$ cat config.mk
export PLATFORM = sky130hd
export DESIGN_NAME = sync_shift_port
export DESIGN_NICKNAME = d
export VERILOG_FILES = /design/src/rtl/ssp_pkg.sv /design/src/rtl/ssp_sync.sv /design/src/rtl/ssp_clkgen.sv /design/src/rtl/sync_shift_port.sv
export SDC_FILE = /design/constraint.sdc
export NUM_CORES = 1
export LEC_CHECK = 0
export ABC_AREA = 1
export BUFFER_PORTS_ARGS = -buffer_cell sky130_fd_sc_hd__buf_2
export CAP_MARGIN = 15
export CORE_MARGIN = 10
export CORE_UTILIZATION = 50
export CTS_CLUSTER_DIAMETER = 80
export DETAILED_ROUTE_END_ITERATION = 10
export MAX_ROUTING_LAYER = met4
export PLACE_DENSITY = 0.75
export RECOVER_POWER = 100
export SKIP_CTS_REPAIR_TIMING = 1
export SLEW_MARGIN = 20
export SYNTH_ARGS = -nofsm -noshare
export SYNTH_HDL_FRONTEND = slang
export SYNTH_HIERARCHICAL = 1
export SYNTH_SLANG_ARGS = --single-unit
$ cat constraint.sdc
create_clock -name clk -period 1.3 [get_ports clk]
set_input_delay 0.065 -clock clk [delete_from_list [all_inputs] [get_ports clk]]
set_output_delay 0.065 -clock clk [all_outputs]
set_load 0.03 [all_outputs]
$ cat src/rtl/ssp_pkg.sv
package ssp_pkg;

    typedef enum logic {
        CLK_EXT = 1'b0,
        CLK_INT = 1'b1
    } clk_src_e;

    typedef struct packed {
        logic fall;
        logic rise;
    } sck_edge_t;

endpackage

$ cat src/rtl/ssp_sync.sv
module ssp_sync #(
    parameter int WIDTH  = 2,
    parameter int STAGES = 2
) (
    input  logic             clk,
    input  logic             rst_n,
    input  logic [WIDTH-1:0] d,
    output logic [WIDTH-1:0] q
);

    logic [STAGES-1:0][WIDTH-1:0] stg_d, stg_q;

    always_comb begin
        stg_d[0] = d;
        for (int i = 1; i < STAGES; i++) begin
            stg_d[i] = stg_q[i-1];
        end
    end

    // Lines idle high, so the chain resets to the mark level.
    always_ff @(posedge clk or negedge rst_n) begin
        if (!rst_n) stg_q <= '1;
        else        stg_q <= stg_d;
    end

    assign q = stg_q[STAGES-1];

endmodule

$ cat src/rtl/ssp_clkgen.sv
module ssp_clkgen
    import ssp_pkg::*;
#(
    parameter int BITS = 8
) (
    input  logic      clk,
    input  logic      rst_n,
    input  logic      start,
    input  logic      tick,
    output logic      sck,
    output sck_edge_t ev
);

    localparam int EDGES = 2 * BITS;
    localparam int PW    = $clog2(EDGES);

    typedef struct packed {
        logic          run;
        logic          sck;
        logic [PW-1:0] ph;
    } cg_t;

    cg_t st_d, st_q;

    always_comb begin
        st_d    = st_q;
        ev.fall = st_q.run & tick & st_q.sck;
        ev.rise = st_q.run & tick & ~st_q.sck;
        if (st_q.run && tick) begin
            st_d.sck = ~st_q.sck;
            st_d.ph  = st_q.ph + 1'b1;
            if (st_q.ph == PW'(EDGES - 1)) begin
                st_d.run = 1'b0;
                st_d.ph  = '0;
            end
        end else if (start && !st_q.run) begin
            st_d.run = 1'b1;
            st_d.ph  = '0;
            st_d.sck = 1'b1;
        end
    end

    always_ff @(posedge clk or negedge rst_n) begin
        if (!rst_n) st_q <= '{run: 1'b0, sck: 1'b1, ph: '0};
        else        st_q <= st_d;
    end

    assign sck = st_q.sck;

    // clock rests high whenever no transfer is running
    p_clk_idle_high_r3: assert property (@(posedge clk) disable iff (!rst_n)
        !st_q.run |-> st_q.sck);

    // a run ends only after the full count of edges
    p_edge_count_r2: assert property (@(posedge clk) disable iff (!rst_n)
        $fell(st_q.run) |-> ($past(st_q.ph) == PW'(EDGES - 1)) && st_q.sck);

endmodule

$ cat src/rtl/sync_shift_port.sv
module sync_shift_port
    import ssp_pkg::*;
#(
    parameter int DW          = 8,
    parameter int SYNC_STAGES = 2
) (
    input  logic          clk,
    input  logic          rst_n,
    input  logic          tick,
    input  logic          int_clk,
    input  logic          tx_en,
    input  logic          rx_en,
    input  logic          sout_en,
    input  logic          tx_ie,
    input  logic          rx_ie,
    input  logic          clr_err_n,
    input  logic          wr_en,
    input  logic [DW-1:0] wr_data,
    input  logic          rd_en,
    output logic [DW-1:0] rd_data,
    output logic          tx_empty,
    output logic          rx_full,
    output logic          overrun,
    output logic          irq_tx,
    output logic          irq_rx,
    input  logic          sin,
    input  logic          sck_in,
    output logic          sck_out,
    output logic          sck_oe,
    output logic          sout,
    output logic          sout_oe
);

    localparam int CW = $clog2(DW);

    typedef struct packed {
        logic [DW-1:0] tdr;
        logic          tdr_full;
        logic [DW-1:0] txsh;
        logic [DW-1:0] rxsh;
        logic [DW-1:0] rdr;
        logic          rx_full;
        logic          ovr;
        logic          busy;
        logic [CW-1:0] cnt;
        logic          sout;
        logic          rxact;
        logic          sck_prv;
    } core_t;

    core_t st_d, st_q;

    logic      use_int;
    logic [1:0] sync_q;
    logic      sin_s, sck_s;
    logic      ext_fall, ext_rise;
    logic      start_int, start_ext;
    logic      ev_fall, ev_rise;
    logic      done;
    logic      cg_sck;
    sck_edge_t cg_ev;
    logic [DW-1:0] load_val, rx_next;

    assign use_int = (clk_src_e'(int_clk) == CLK_INT);

    ssp_sync #(.WIDTH(2), .STAGES(SYNC_STAGES)) u_sync (
        .clk   (clk),
        .rst_n (rst_n),
        .d     ({sck_in, sin}),
        .q     (sync_q)
    );

    assign sck_s    = sync_q[1];
    assign sin_s    = sync_q[0];
    assign ext_fall = st_q.sck_prv & ~sck_s;
    assign ext_rise = ~st_q.sck_prv & sck_s;

    assign start_int = use_int & ~st_q.busy & st_q.tdr_full & (tx_en | rx_en);
    assign start_ext = ~use_int & ~st_q.busy & ext_fall & (tx_en | rx_en);

    ssp_clkgen #(.BITS(DW)) u_clkgen (
        .clk   (clk),
        .rst_n (rst_n),
        .start (start_int),
        .tick  (tick),
        .sck   (cg_sck),
        .ev    (cg_ev)
    );

    assign ev_fall  = use_int ? cg_ev.fall : ext_fall;
    assign ev_rise  = use_int ? cg_ev.rise : ext_rise;
    assign load_val = (tx_en & st_q.tdr_full) ? st_q.tdr : '1;
    assign rx_next  = {sin_s, st_q.rxsh[DW-1:1]};

    always_comb begin
        st_d         = st_q;
        done         = 1'b0;
        st_d.sck_prv = sck_s;

        if (start_int || start_ext) begin
            st_d.busy  = 1'b1;
            st_d.cnt   = '0;
            st_d.txsh  = load_val;
            st_d.rxact = rx_en;
            if (st_q.tdr_full && (tx_en || use_int)) st_d.tdr_full = 1'b0;
            // external start is itself the first falling edge
            if (start_ext) st_d.sout = load_val[0];
        end else if (st_q.busy) begin
            if (ev_fall) st_d.sout = st_q.txsh[0];
            if (ev_rise) begin
                st_d.rxsh = rx_next;
                st_d.txsh = {1'b1, st_q.txsh[DW-1:1]};
                st_d.cnt  = st_q.cnt + 1'b1;
                if (st_q.cnt == CW'(DW - 1)) begin
                    st_d.busy = 1'b0;
                    st_d.sout = 1'b1;
                    st_d.cnt  = '0;
                    done      = st_q.rxact;
                end
            end
        end

        if (rd_en) st_d.rx_full = 1'b0;
        if (done) begin
            if (st_q.rx_full && !rd_en) begin
                st_d.ovr = 1'b1;
            end else begin
                st_d.rdr     = rx_next;
                st_d.rx_full = 1'b1;
            end
        end
        if (!clr_err_n) st_d.ovr = 1'b0;

        if (wr_en) begin
            st_d.tdr      = wr_data;
            st_d.tdr_full = 1'b1;
        end
    end

    always_ff @(posedge clk or negedge rst_n) begin
        if (!rst_n) begin
            st_q <= '{tdr: '0, tdr_full: 1'b0, txsh: '1, rxsh: '1, rdr: '0,
                      rx_full: 1'b0, ovr: 1'b0, busy: 1'b0, cnt: '0,
                      sout: 1'b1, rxact: 1'b0, sck_prv: 1'b1};
        end else begin
            st_q <= st_d;
        end
    end

    assign rd_data  = st_q.rdr;
    assign tx_empty = ~st_q.tdr_full;
    assign rx_full  = st_q.rx_full;
    assign overrun  = st_q.ovr;
    assign irq_tx   = tx_ie & ~st_q.tdr_full;
    assign irq_rx   = rx_ie & st_q.rx_full;
    assign sck_out  = cg_sck;
    assign sck_oe   = use_int;
    assign sout     = st_q.sout;
    assign sout_oe  = sout_en;

    // data line at mark level outside a transfer
    p_sout_mark_idle_r3: assert property (@(posedge clk) disable iff (!rst_n)
        !st_q.busy |-> st_q.sout);

    // an internal start with transmit on empties the holding register
    p_tx_empty_after_load_r6: assert property (@(posedge clk) disable iff (!rst_n)
        (start_int && tx_en && !wr_en) |=> tx_empty);

    // overrun leaves the unread byte in place
    p_overrun_keeps_byte_r8: assert property (@(posedge clk) disable iff (!rst_n)
        $rose(st_q.ovr) |-> $stable(st_q.rdr));

    // a transfer ends only after the last data bit
    p_byte_length_r1: assert property (@(posedge clk) disable iff (!rst_n)
        $fell(st_q.busy) |-> $past(st_q.cnt) == CW'(DW - 1));

    // a read with no completion in the same cycle clears ready
    p_read_clears_r7: assert property (@(posedge clk) disable iff (!rst_n)
        (rd_en && !done) |=> !rx_full);

endmodule

Word level (Yosys, flattened, before mapping)
Index checks and enable logic that the tools add are counted.
{"block": "op_classes", "n_addsub": 2, "eq_ne": 6, "muxes": 28, "bitwise": 23, "reduce_logical": 20}
{"op": "$mux 16", "n": 2}
{"op": "$mux 5", "n": 4}
{"op": "$mux 1", "n": 16}
{"op": "$mux 8", "n": 2}
{"op": "$and 1x1->1", "n": 14}
{"op": "$mux 6", "n": 2}
{"op": "$reduce_and 2->1", "n": 6}
{"op": "$reduce_bool 2->1", "n": 5}
{"op": "$not 1->1", "n": 8}
{"op": "$add 4x1->4 const B", "n": 1}
{"op": "$eq 4x4->1 const B", "n": 1}
{"op": "$logic_and 1x1->1", "n": 4}
{"op": "$mux 4", "n": 1}
{"op": "$ne 2x1->1 const B", "n": 2}
{"op": "$ne 2x2->1 const B", "n": 2}
{"op": "$add 3x1->3 const B", "n": 1}
{"op": "$eq 3x3->1 const B", "n": 1}
{"op": "$reduce_and 3->1", "n": 1}
{"op": "$logic_not 1->1", "n": 2}
{"op": "$logic_or 1x1->1", "n": 2}
{"op": "$mux 2", "n": 1}
{"op": "$or 1x1->1", "n": 1}
{"block": "totals", "ff_bits": 52, "inputBits": 22, "output_inout_bits": 17}

Depth between registers and ports, before layout
Gate-level depths: netlist of the first run.
{"block": "depth", "ltp_word": 8, "depth_mapped": 10}

By module
The synthesis of the first run kept the hierarchy.
{"mod": "sync_shift_port", "n_inst": 1, "cells_per_inst": 248, "area_each_um2": 2023.2, "seq_area_each_um2": 1047.3}
{"mod": "ssp_clkgen", "n_inst": 1, "cells_per_inst": 37, "area_each_um2": 311.5, "seq_area_each_um2": 151.4}
{"mod": "ssp_sync", "n_inst": 1, "cells_per_inst": 4, "area_each_um2": 105.1, "seq_area_each_um2": 105.1}

Worst setup path before layout of the first run
Ideal clock, no wire load.
{"block": "synth_path", "path_type": "register -> register", "start": "register u_clkgen.st_q, in the netlist u_clkgen/sck", "end": "register st_q[3] (netlist bit)", "arrival_time_ns": 1.183, "required_time_ns": 1.184, "setup_slack_ns": 0.000, "stages_incl_launch_ff": 8, "path_buffers": 2, "cell_sequence": "dfstp_2 > nor2_1 > nand2_2 > a21oi_2 > buf_6 > buf_12 > nand2_1 > nand2_1"}
{"item": "from (decl)", "line": "ssp_clkgen.sv:23", "rtl": "cg_t st_d, st_q;"}
{"item": "from (signal assigned)", "line": "ssp_clkgen.sv:44", "rtl": "if (!rst_n) st_q <= '{run: 1'b0, sck: 1'b1, ph: '0};"}
{"item": "from (signal assigned)", "line": "ssp_clkgen.sv:45", "rtl": "else st_q <= st_d;"}
{"item": "to (signal assigned)", "line": "sync_shift_port.sv:142", "rtl": "st_q <= '{tdr: '0, tdr_full: 1'b0, txsh: '1, rxsh: '1, rdr: '0,"}
{"item": "to (signal assigned)", "line": "sync_shift_port.sv:146", "rtl": "st_q <= st_d;"}
{"item": "to (decl)", "line": "sync_shift_port.sv:51", "rtl": "core_t st_d, st_q;"}

Final worst setup path of the first run
{"block": "layout_path", "start": "register u_sync.stg_q, in the netlist u_sync/q[1]", "end": "register st_q, in the netlist rx_next[4]"}
{"block": "layout_between", "elab_chain_len": 7}
{"item": "from (decl)", "line": "ssp_sync.sv:11", "rtl": "logic [STAGES-1:0][WIDTH-1:0] stg_d, stg_q;"}
{"item": "from (signal assigned)", "line": "ssp_sync.sv:23", "rtl": "else stg_q <= stg_d;"}
{"item": "$not 1->1", "line": "sync_shift_port.sv:75", "rtl": "assign ext_fall = st_q.sck_prv & ~sck_s;"}
{"item": "$and 1x1->1", "line": "sync_shift_port.sv:75"}
{"item": "$and 1x1->1 (2 in a row)", "line": "sync_shift_port.sv:79", "rtl": "assign start_ext = ~use_int & ~st_q.busy & ext_fall & (tx_en | rx_en);"}
{"item": "$logic_or 1x1->1", "line": "sync_shift_port.sv:100", "rtl": "if (start_int || start_ext) begin"}
{"item": "$not 1->1 (no source line)"}
{"item": "$reduce_and 3->1 (no source line) (*)"}
Mark *: on every way between the ends. The rest lies on a longest branch, timed or not.
A chain may end at the register's enable or synchronous reset.

==> flow_metrics.env, run 1 <==
export IMPL_synth_ff_type="dfrtp_1"
export IMPL_powerDensity_nw_per_um2=1838
export IMPL_vdd_drop_max_mv=1.025
export IMPL_startpoint="u_sync/q[1]"
export IMPL_reg2reg_from="u_sync/q[1]"
export IMPL_vias=1923
export IMPL_min_path_type="input pin to flip-flop"
export IMPL_max_stage_delay_ns=0.58
export IMPL_failed_checks="hold timing, setup timing"
export IMPL_rsz0062_at_grt="yes"
export IMPL_yosysUniqueCellTypes=26
export IMPL_crit_family="flip-flops"
export IMPL_finalSetupViolCount=29
export IMPL_p_leak_nw=1.676
export IMPL_synth_top_area_share_pct=29.74
export IMPL_top_usage_layer="met2"
export IMPL_core_sq_um=4723
export IMPL_antenna_found_initial=0
export IMPL_dieArea_sq_um=8074
export IMPL_multi_input_area_sq_um=935.9
export IMPL_crit_cells=5
export IMPL_stdcell_count=417
export IMPL_fillers=395
export IMPL_cp_start_kind="flip-flop"
export IMPL_hold_viol=4
export IMPL_netlist_top_cells_count="nand2_1 (113), inv_1 (35), dfrtp_1 (29), dfstp_2 (22), nand3_1 (19)"
export IMPL_drc_errors=0
export IMPL_finalCritPeriodShare_pct=106.5
export IMPL_path_class="flip-flop to flip-flop"
export IMPL_fmax_ghz=0.7224
export IMPL_critical_path_required_ns=1.53
export IMPL_ant_nets=0
export IMPL_h_tree_depth=2
export IMPL_yosys_area_top_type="dfrtp_1"
export IMPL_seq_area_frac_synth_pct=53.44
export IMPL_syn_nets=314
export IMPL_dp_hpwl_um=3556
export IMPL_yosysWarnings=6
export IMPL_met1_usage_pct=14.16
export IMPL_cts_tree="yes"
export IMPL_ys_ff_latch=51
export IMPL_dr_pass1_iters=4
export IMPL_critPathCaptureType="flip-flop"
export IMPL_grt_overflow_total=0
export IMPL_syn_inst=289
export IMPL_area_growth_pct=27.64
export IMPL_drt_iter0_drc=91
export IMPL_maxSlewViolCount=0
export IMPL_die_x_um=89.86
export IMPL_period_needed_ns=1.384
export IMPL_path_cells="nand3_4 -> a21oi_4 -> buf_12 -> inv_2 -> o21ai_1"
export IMPL_clock_sinks=51
export IMPL_power_mw=5.724
export IMPL_routed_via_density=4.612
export IMPL_cp_data_arrival_time_ns=1.62
export IMPL_slew_limit_headroom_pct=68.63
export IMPL_crit_buf_inv=2
export IMPL_drive_gt1_share_pct=37.14
export IMPL_start_util_pct=51.66
export IMPL_async_flop_share_pct=100.0
export IMPL_seqCellArea_sq_um=1304
export IMPL_clkLatencyLatePin_ns=0.30
export IMPL_skew_ns=0.01456
export IMPL_synth_edf_count=0
export IMPL_diodes=0
export IMPL_die_h_um=89.86
export IMPL_syn_cell_area_sq_um=2440
export IMPL_nNetsFinal=374
export IMPL_met3_usage_pct=3.242
export IMPL_synth_most_common_cell="nand2_1"
export IMPL_io_pins=39
export IMPL_cap_violations=0
export IMPL_synth_area_per_cell_sq_um=8.442
export IMPL_yosys_top_cells_area="dfrtp_1 (30%), dfstp_2 (24%), nand2_1 (17%)"
export IMPL_clockRootBuffer="clkbuf_8"
export IMPL_worst_pin_slew_ns=0.4706
export IMPL_path_clk_slew_ns=0.10
export IMPL_fin_tns_setup_ns=-1.268
export IMPL_routed_wl_um=4921
export IMPL_fin_ws_ns=-0.08432
export IMPL_min_path_cells=3
export IMPL_worst_path_max_fanout=12
export IMPL_dp_cells=392
export IMPL_numCtsBuffers=5
export IMPL_grt_util_met2_pct=19.31
export IMPL_reg2regPathDepth=5
export IMPL_port_buffers=36
export IMPL_gp_routability_congestion=0.7782
export IMPL_wl_per_cell_um=11.80
export IMPL_grt_pass1_vias=1852
export IMPL_grt_pass1_wl_um=8155
export IMPL_grt_max_degree=19
export IMPL_clk_path_buf_depth=2
export IMPL_cpMaxStageDelayCell="dfstp_2"
export IMPL_holdWs_ns=-0.02829
export IMPL_num_rows=25
export IMPL_outcome="complete, but fails checks"
export IMPL_worstHoldStart="wr_data[6]"
export IMPL_grt_use_total_pct=12.04
layout make-up:
type,instances,area share [%]
tap,67,2.692
inverter,41,4.942
multi-input combinational,182,30.05
timing repair buffer,68,16.07
clock buffer,5,2.210
clock inverter,3,2.170
sequential,51,41.86
through the flow:
| stage | cell area (sq um) | setup WS (ns) | utilization, % |
|---|---|---|---|
| finish | 3114 | -0.08432 | 65.93 |
| CTS | 2858 | -0.1205 | 60.50 |
| global placement | 2721 | -0.02056 | 57.62 |
| floorplan | 2440 | 0.0002517 | - |
| global route | 3114 | -0.1714 | 65.93 |
| detailed placement | 2721 | -0.07587 | 57.62 |
final timing paths:
check / slack, ns / end
max: -0.08 / rx_next[4]
min: -0.03 / st_q[40]
max reg2reg: -0.08 / rx_next[4]
min reg2reg: 0.36 / u_sync/q[0]
max in group asynchronous: 0.52 / rx_next[3]
min in group asynchronous: 0.23 / u_clkgen/st_q[2]
state kept, by name, summed over array words and instances (netlist names), 2 cells and up:
signal,count
st_q,23
u_sync/stg_d,2
rx_next,7
u_sync/q,2
u_clkgen/st_q,5
rd_data,8
worst reg2reg max path: cells and delay by family, from the launching register on:
family	cells	cell delay, ns
buffers and inverters	2	0.24
flip-flops	1	0.58
AO/OA/AOI/OAI	2	0.38
AND/OR/NAND/NOR	1	0.11
layout by cell type, fill, tap and decap left out, drive strengths merged:
cell	netlist	final
nand2	121	121
a21boi	1	1
ha	3	3
xnor2	1	1
nand4	2	2
bufinv	0	2
o21ai	19	19
nor2	11	11
dlygate4sd3	0	9
clkinv	2	2
inv	39	39
clkinvlp	0	1
dfrtp	29	29
buf	14	59
clkbuf	1	5
nand3	21	21
a21oi	3	3
dfstp	22	22
routing by layer:
layer	vias up	routed length [um]
met5	-	0
met4	0	57
met3	4	164
met2	36	2516
met1	893	2184
li1	990	-
power by group:
group | switching [mW] | internal (mW) | total [mW]
logic | 1.08 | 0.794 | 1.88
clock network | 0.527 | 0.767 | 1.29
registers | 0.337 | 2.22 | 2.55
total | 1.95 | 3.78 | 5.72
logic make-up (layout without fill, tap and decap cells):
logic type	count (synthesis)	in the layout	share of synthesized area [%]
adders and majority gates	3	3	1.539
AOI/OAI and AO/OA	23	23	5.590
DFF	51	51	53.44
buffers and inverters	56	117	11.74
and+or+nand+nor	155	155	27.33
xor gates and xnor gates	1	1	0.3590
(Power assumes the default switching activity.)
==> inputs of run 2 (changes only) <==
Settings changed: PLACE_DENSITY 0.75 to 0.86.
==> flow_metrics.env, run 2 (synthesis results as in run 1) <==
export IMPL_outcome="complete, but fails checks"
export IMPL_failed_checks="hold timing, setup timing"
export IMPL_finalSetupViolCount=30
export IMPL_grt_use_total_pct=12.19
export IMPL_cp_start_kind="flip-flop"
export IMPL_rr_endpoint="st_q[3]"
export IMPL_die_h_um=89.86
export IMPL_clk_path_buf_depth=2
export IMPL_mostFrequentLayoutCell="nand2_1"
export IMPL_finalCritPeriodShare_pct=109.5
export IMPL_area_growth_pct=28.41
export IMPL_ff2ff_setup_slack_ns=-0.12
export IMPL_io_pins=39
export IMPL_dr_pass1_iters=4
export IMPL_p_leak_nw=1.676
export IMPL_path_clk_slew_ns=0.09
export IMPL_fmax_ghz=0.7027
export IMPL_critPathCaptureType="flip-flop"
export IMPL_final_cell_mix="nand2_1 (98), buf_2 (34), inv_1 (31)"
export IMPL_ant_nets=0
export IMPL_maxSlewViolCount=0
export IMPL_grt_pass1_vias=1941
export IMPL_holdWs_ns=-0.04065
export IMPL_routed_via_density=4.740
export IMPL_powerDensity_nw_per_um2=1900
export IMPL_clkLatencyLatePin_ns=0.31
export IMPL_vdd_drop_max_mv=1.395
export IMPL_critical_path_required_ns=1.55
export IMPL_cap_violations=0
export IMPL_reg2reg_from="u_sync/q[1]"
export IMPL_min_path_type="input pin to flip-flop"
export IMPL_clock_sinks=51
export IMPL_fin_ws_ns=-0.1231
export IMPL_antenna_found_initial=0
export IMPL_port_buffers=36
export IMPL_cp_data_arrival_time_ns=1.68
export IMPL_diodes=0
export IMPL_num_rows=25
export IMPL_die_x_um=89.86
export IMPL_reg2regPathDepth=6
export IMPL_cts_tree="yes"
export IMPL_max_stage_delay_ns=0.60
export IMPL_power_mw=5.954
export IMPL_clockRootBuffer="clkbuf_8"
export IMPL_cp_endpoint="st_q[3]"
export IMPL_vias=1991
export IMPL_grt_pass1_wl_um=8307
export IMPL_numCtsBuffers=5
export IMPL_start_util_pct=51.66
export IMPL_wl_per_cell_um=12.72
export IMPL_rsz0062_at_grt="yes"
export IMPL_regMostFlops="st_q"
export IMPL_dp_hpwl_um=3515
export IMPL_drc_errors=0
export IMPL_hold_viol=3
export IMPL_startpoint="u_sync/q[1]"
export IMPL_fillers=331
export IMPL_largest_reg_flops=23
export IMPL_drive_gt1_share_pct=39.66
export IMPL_fin_util_pct=66.33
export IMPL_grt_overflow_total=0
export IMPL_drt_iter0_drc=122
export IMPL_worst_pin_slew_ns=0.4335
export IMPL_fin_tns_setup_ns=-2.151
export IMPL_cpMaxStageDelayCell="dfstp_2"
export IMPL_path_class="flip-flop to flip-flop"
export IMPL_worstHoldStart="wr_data[4]"
export IMPL_worst_path_max_fanout=8
export IMPL_h_tree_depth=2
export IMPL_grt_max_degree=34
export IMPL_slew_limit_headroom_pct=71.10
export IMPL_nNetsFinal=377
export IMPL_path_cells="nand3_4 -> a21oi_4 -> buf_6 -> buf_6 -> nand2_1 -> nand2_1"
export IMPL_routed_wl_um=5343
export IMPL_core_sq_um=4723
export IMPL_dieArea_sq_um=8074
export IMPL_period_needed_ns=1.423
export IMPL_skew_ns=0.004719
export IMPL_gp_routability_congestion=0.7693
[run 2: cell count changes in the layout (fill, tap and decap cells not counted), moves of 3 or more]
cell / change
buf_12: -4
buf_6: +3
nand2_1: -5
nand2_2: +6
[run 2: how the worst min path moves through the flow]
stage                     cells after the start                to  slack [ns]
after CTS                                     1  u_clkgen/st_q[2]       -0.42
after detailed placement                      1  u_clkgen/st_q[2]       -0.09
after floorplan                               0           overrun       -0.23
after global routing                          3          st_q[34]       0.002
after global placement                        1  u_clkgen/st_q[2]       -0.09
final                                         3          st_q[38]       -0.04
[run 2: cell type report]
class	instances	area (sq um)	share of cell area, %
Clock inverter	3	67.56	2.157
Tap cell	67	83.83	2.676
Multi-Input combinational cell	182	970.9	30.99
Timing Repair Buffer	71	481.7	15.38
Sequential cell	51	1304	41.61
Inverter	41	156.4	4.992
Clock buffer	5	68.82	2.196
[run 2: critical path, delay by kind of cell (launching register included)]
kind	cells	cell delay, ns
AO/OA/AOI/OAI	1	0.26
buffers and inverters	2	0.29
flip-flops	1	0.60
AND/OR/NAND/NOR	3	0.23
[run 2: per-layer routing]
layer  wire [um]  vias up  GRT usage [%]
met3         225       11          3.824
met2        2848       48          21.55
met4          85        0          3.448
met5           0        -              -
met1        2183      934          12.79
li1            -      998              -
[run 2: per-stage QoR]
stage,cell area [sq um],cells,setup WS [ns]
after detailed placement,2726,396,-0.1075
final,3133,420,-0.1231
after CTS,2863,404,-0.1330
after global placement,2726,396,-0.02572
after global routing,3133,420,-0.1827
after floorplan,2440,289,0.0002517
[run 2: power breakdown]
group,internal (mW),switching [mW],leakage (nW)
clock network,0.767,0.532,0.0644
registers,2.22,0.381,0.596
logic,0.855,1.20,1.02
total,3.84,2.11,1.68
==> inputs of run 3 (changes only) <==
Settings changed: REMOVE_ABC_BUFFERS set to 1, SKIP_LAST_GASP set to 1.
==> flow_metrics.env, run 3 (synthesis results as in run 1) <==
export IMPL_failed_checks="setup timing"
export IMPL_num_rows=25
export IMPL_die_x_um=89.86
export IMPL_routed_via_density=4.620
export IMPL_maxSlewViolCount=0
export IMPL_clk_path_buf_depth=2
export IMPL_area_growth_pct=29.28
export IMPL_finalSetupViolCount=25
export IMPL_clockRootBuffer="clkbuf_8"
export IMPL_pre_cts_ws_ns=-0.06765
export IMPL_dp_hpwl_um=3308
export IMPL_fmax_ghz=0.7340
export IMPL_holdWs_ns=0.05361
export IMPL_dr_pass1_iters=4
export IMPL_clock_sinks=51
export IMPL_vias=1931
export IMPL_cts_tree="yes"
export IMPL_worst_pin_slew_ns=0.4410
export IMPL_fillers=346
export IMPL_grt_overflow_total=0
export IMPL_wl_per_cell_um=12.12
export IMPL_critPathCaptureType="flip-flop"
export IMPL_drt_iter0_drc=97
export IMPL_dieArea_sq_um=8074
export IMPL_grt_pass1_vias=1810
export IMPL_skew_ns=0.01041
export IMPL_antenna_found_initial=0
export IMPL_min_path_type="input pin to flip-flop"
export IMPL_p_leak_nw=1.654
export IMPL_cp_start_kind="flip-flop"
export IMPL_routed_wl_um=5068
export IMPL_worst_path_max_fanout=5
export IMPL_vdd_drop_max_mv=1.073
export IMPL_regMostFlops="st_q"
export IMPL_clkLatencyLatePin_ns=0.32
export IMPL_mostFrequentLayoutCell="nand2_1"
export IMPL_path_class="flip-flop to flip-flop"
export IMPL_outcome="complete, but fails checks"
export IMPL_start_util_pct=51.66
export IMPL_hold_viol=0
export IMPL_fin_ws_ns=-0.06239
export IMPL_nNetsFinal=375
export IMPL_largest_reg_flops=23
export IMPL_cp_data_arrival_time_ns=1.63
export IMPL_path_clk_slew_ns=0.10
export IMPL_gp_routability_congestion=0.7930
export IMPL_grt_use_total_pct=11.64
export IMPL_drc_errors=0
export IMPL_h_tree_depth=2
export IMPL_cap_violations=0
export IMPL_grt_max_degree=35
export IMPL_diodes=0
export IMPL_numCtsBuffers=5
export IMPL_drive_gt1_share_pct=39.60
export IMPL_grt_pass1_wl_um=7797
export IMPL_ant_nets=0
export IMPL_finalCritPeriodShare_pct=104.8
export IMPL_period_needed_ns=1.362
export IMPL_die_h_um=89.86
export IMPL_final_cell_mix="nand2_1 (93), buf_2 (36), inv_1 (31)"
export IMPL_critical_path_required_ns=1.57
export IMPL_port_buffers=36
export IMPL_io_pins=39
export IMPL_core_sq_um=4723
export IMPL_slew_limit_headroom_pct=70.60
export IMPL_powerDensity_nw_per_um2=1790
export IMPL_rsz0062_at_grt="yes"
## run 3: final cells by class
type / count / area [sq um] / area share, %
inverter: 41 / 153.9 / 4.879
sequential: 51 / 1305 / 41.37
clock inverter: 3 / 47.55 / 1.507
multi-input combinational: 183 / 998.5 / 31.65
clock buffer: 5 / 68.82 / 2.182
timing repair buffer: 68 / 496.7 / 15.75
tap: 67 / 83.83 / 2.658
## run 3: stage by stage
step / setup TNS, ns / power, mW / instance area (sq um) / cells / utilization (%)
final: -0.8731 / 5.646 / 3154 / 418 / 66.78
after global routing: -2.888 / 6.041 / 3154 / 418 / 66.78
after CTS: -1.377 / 5.360 / 2820 / 401 / 59.71
after detailed placement: -0.9982 / 4.196 / 2704 / 393 / 57.25
after global placement: -0.1490 / 4.113 / 2704 / 393 / 57.25
after floorplan: -5.080 / 3.607 / 2307 / 274 / -
## run 3: power breakdown
group	leakage [nW]	switching, mW	internal (mW)
Clock	0.0587	0.568	0.584
Sequential	0.595	0.361	2.22
Combinational	1.00	1.11	0.799
Total	1.65	2.04	3.60
## run 3: routing by layer
layer | GRT usage (%) | part of all wire (%) | wire, um
met5 | - | 0 | 0
met2 | 18.52 | 50 | 2520
met4 | 4.377 | 1.4 | 72
met3 | 3.824 | 4.3 | 216
met1 | 13.41 | 45 | 2259
## run 3: final timing paths
check                                      from     endpoint  slack, ns  cells past startpoint
worst max register to register      u_sync/q[1]     st_q[30]      -0.06                      8
worst min-delay path                      tx_en     st_q[33]       0.05                      4
max in group asynchronous                 rst_n   rx_next[0]       0.47                      3
worst max-delay path                u_sync/q[1]     st_q[30]      -0.06                      8
min in group asynchronous                 rst_n     st_q[38]       0.23                      2
worst min register to register  u_sync/stg_d[2]  u_sync/q[0]       0.35                      0
## run 3: worst max-delay path, stage by stage (launching register included)
cell and delay (ns):
dfstp_2 0.58, nand3_4 0.10, a21oi_4 0.17, buf_6 0.14, buf_6 0.11, nand2_1 0.05, nand2_1 0.07, inv_1 0.04
nand2_1 0.05
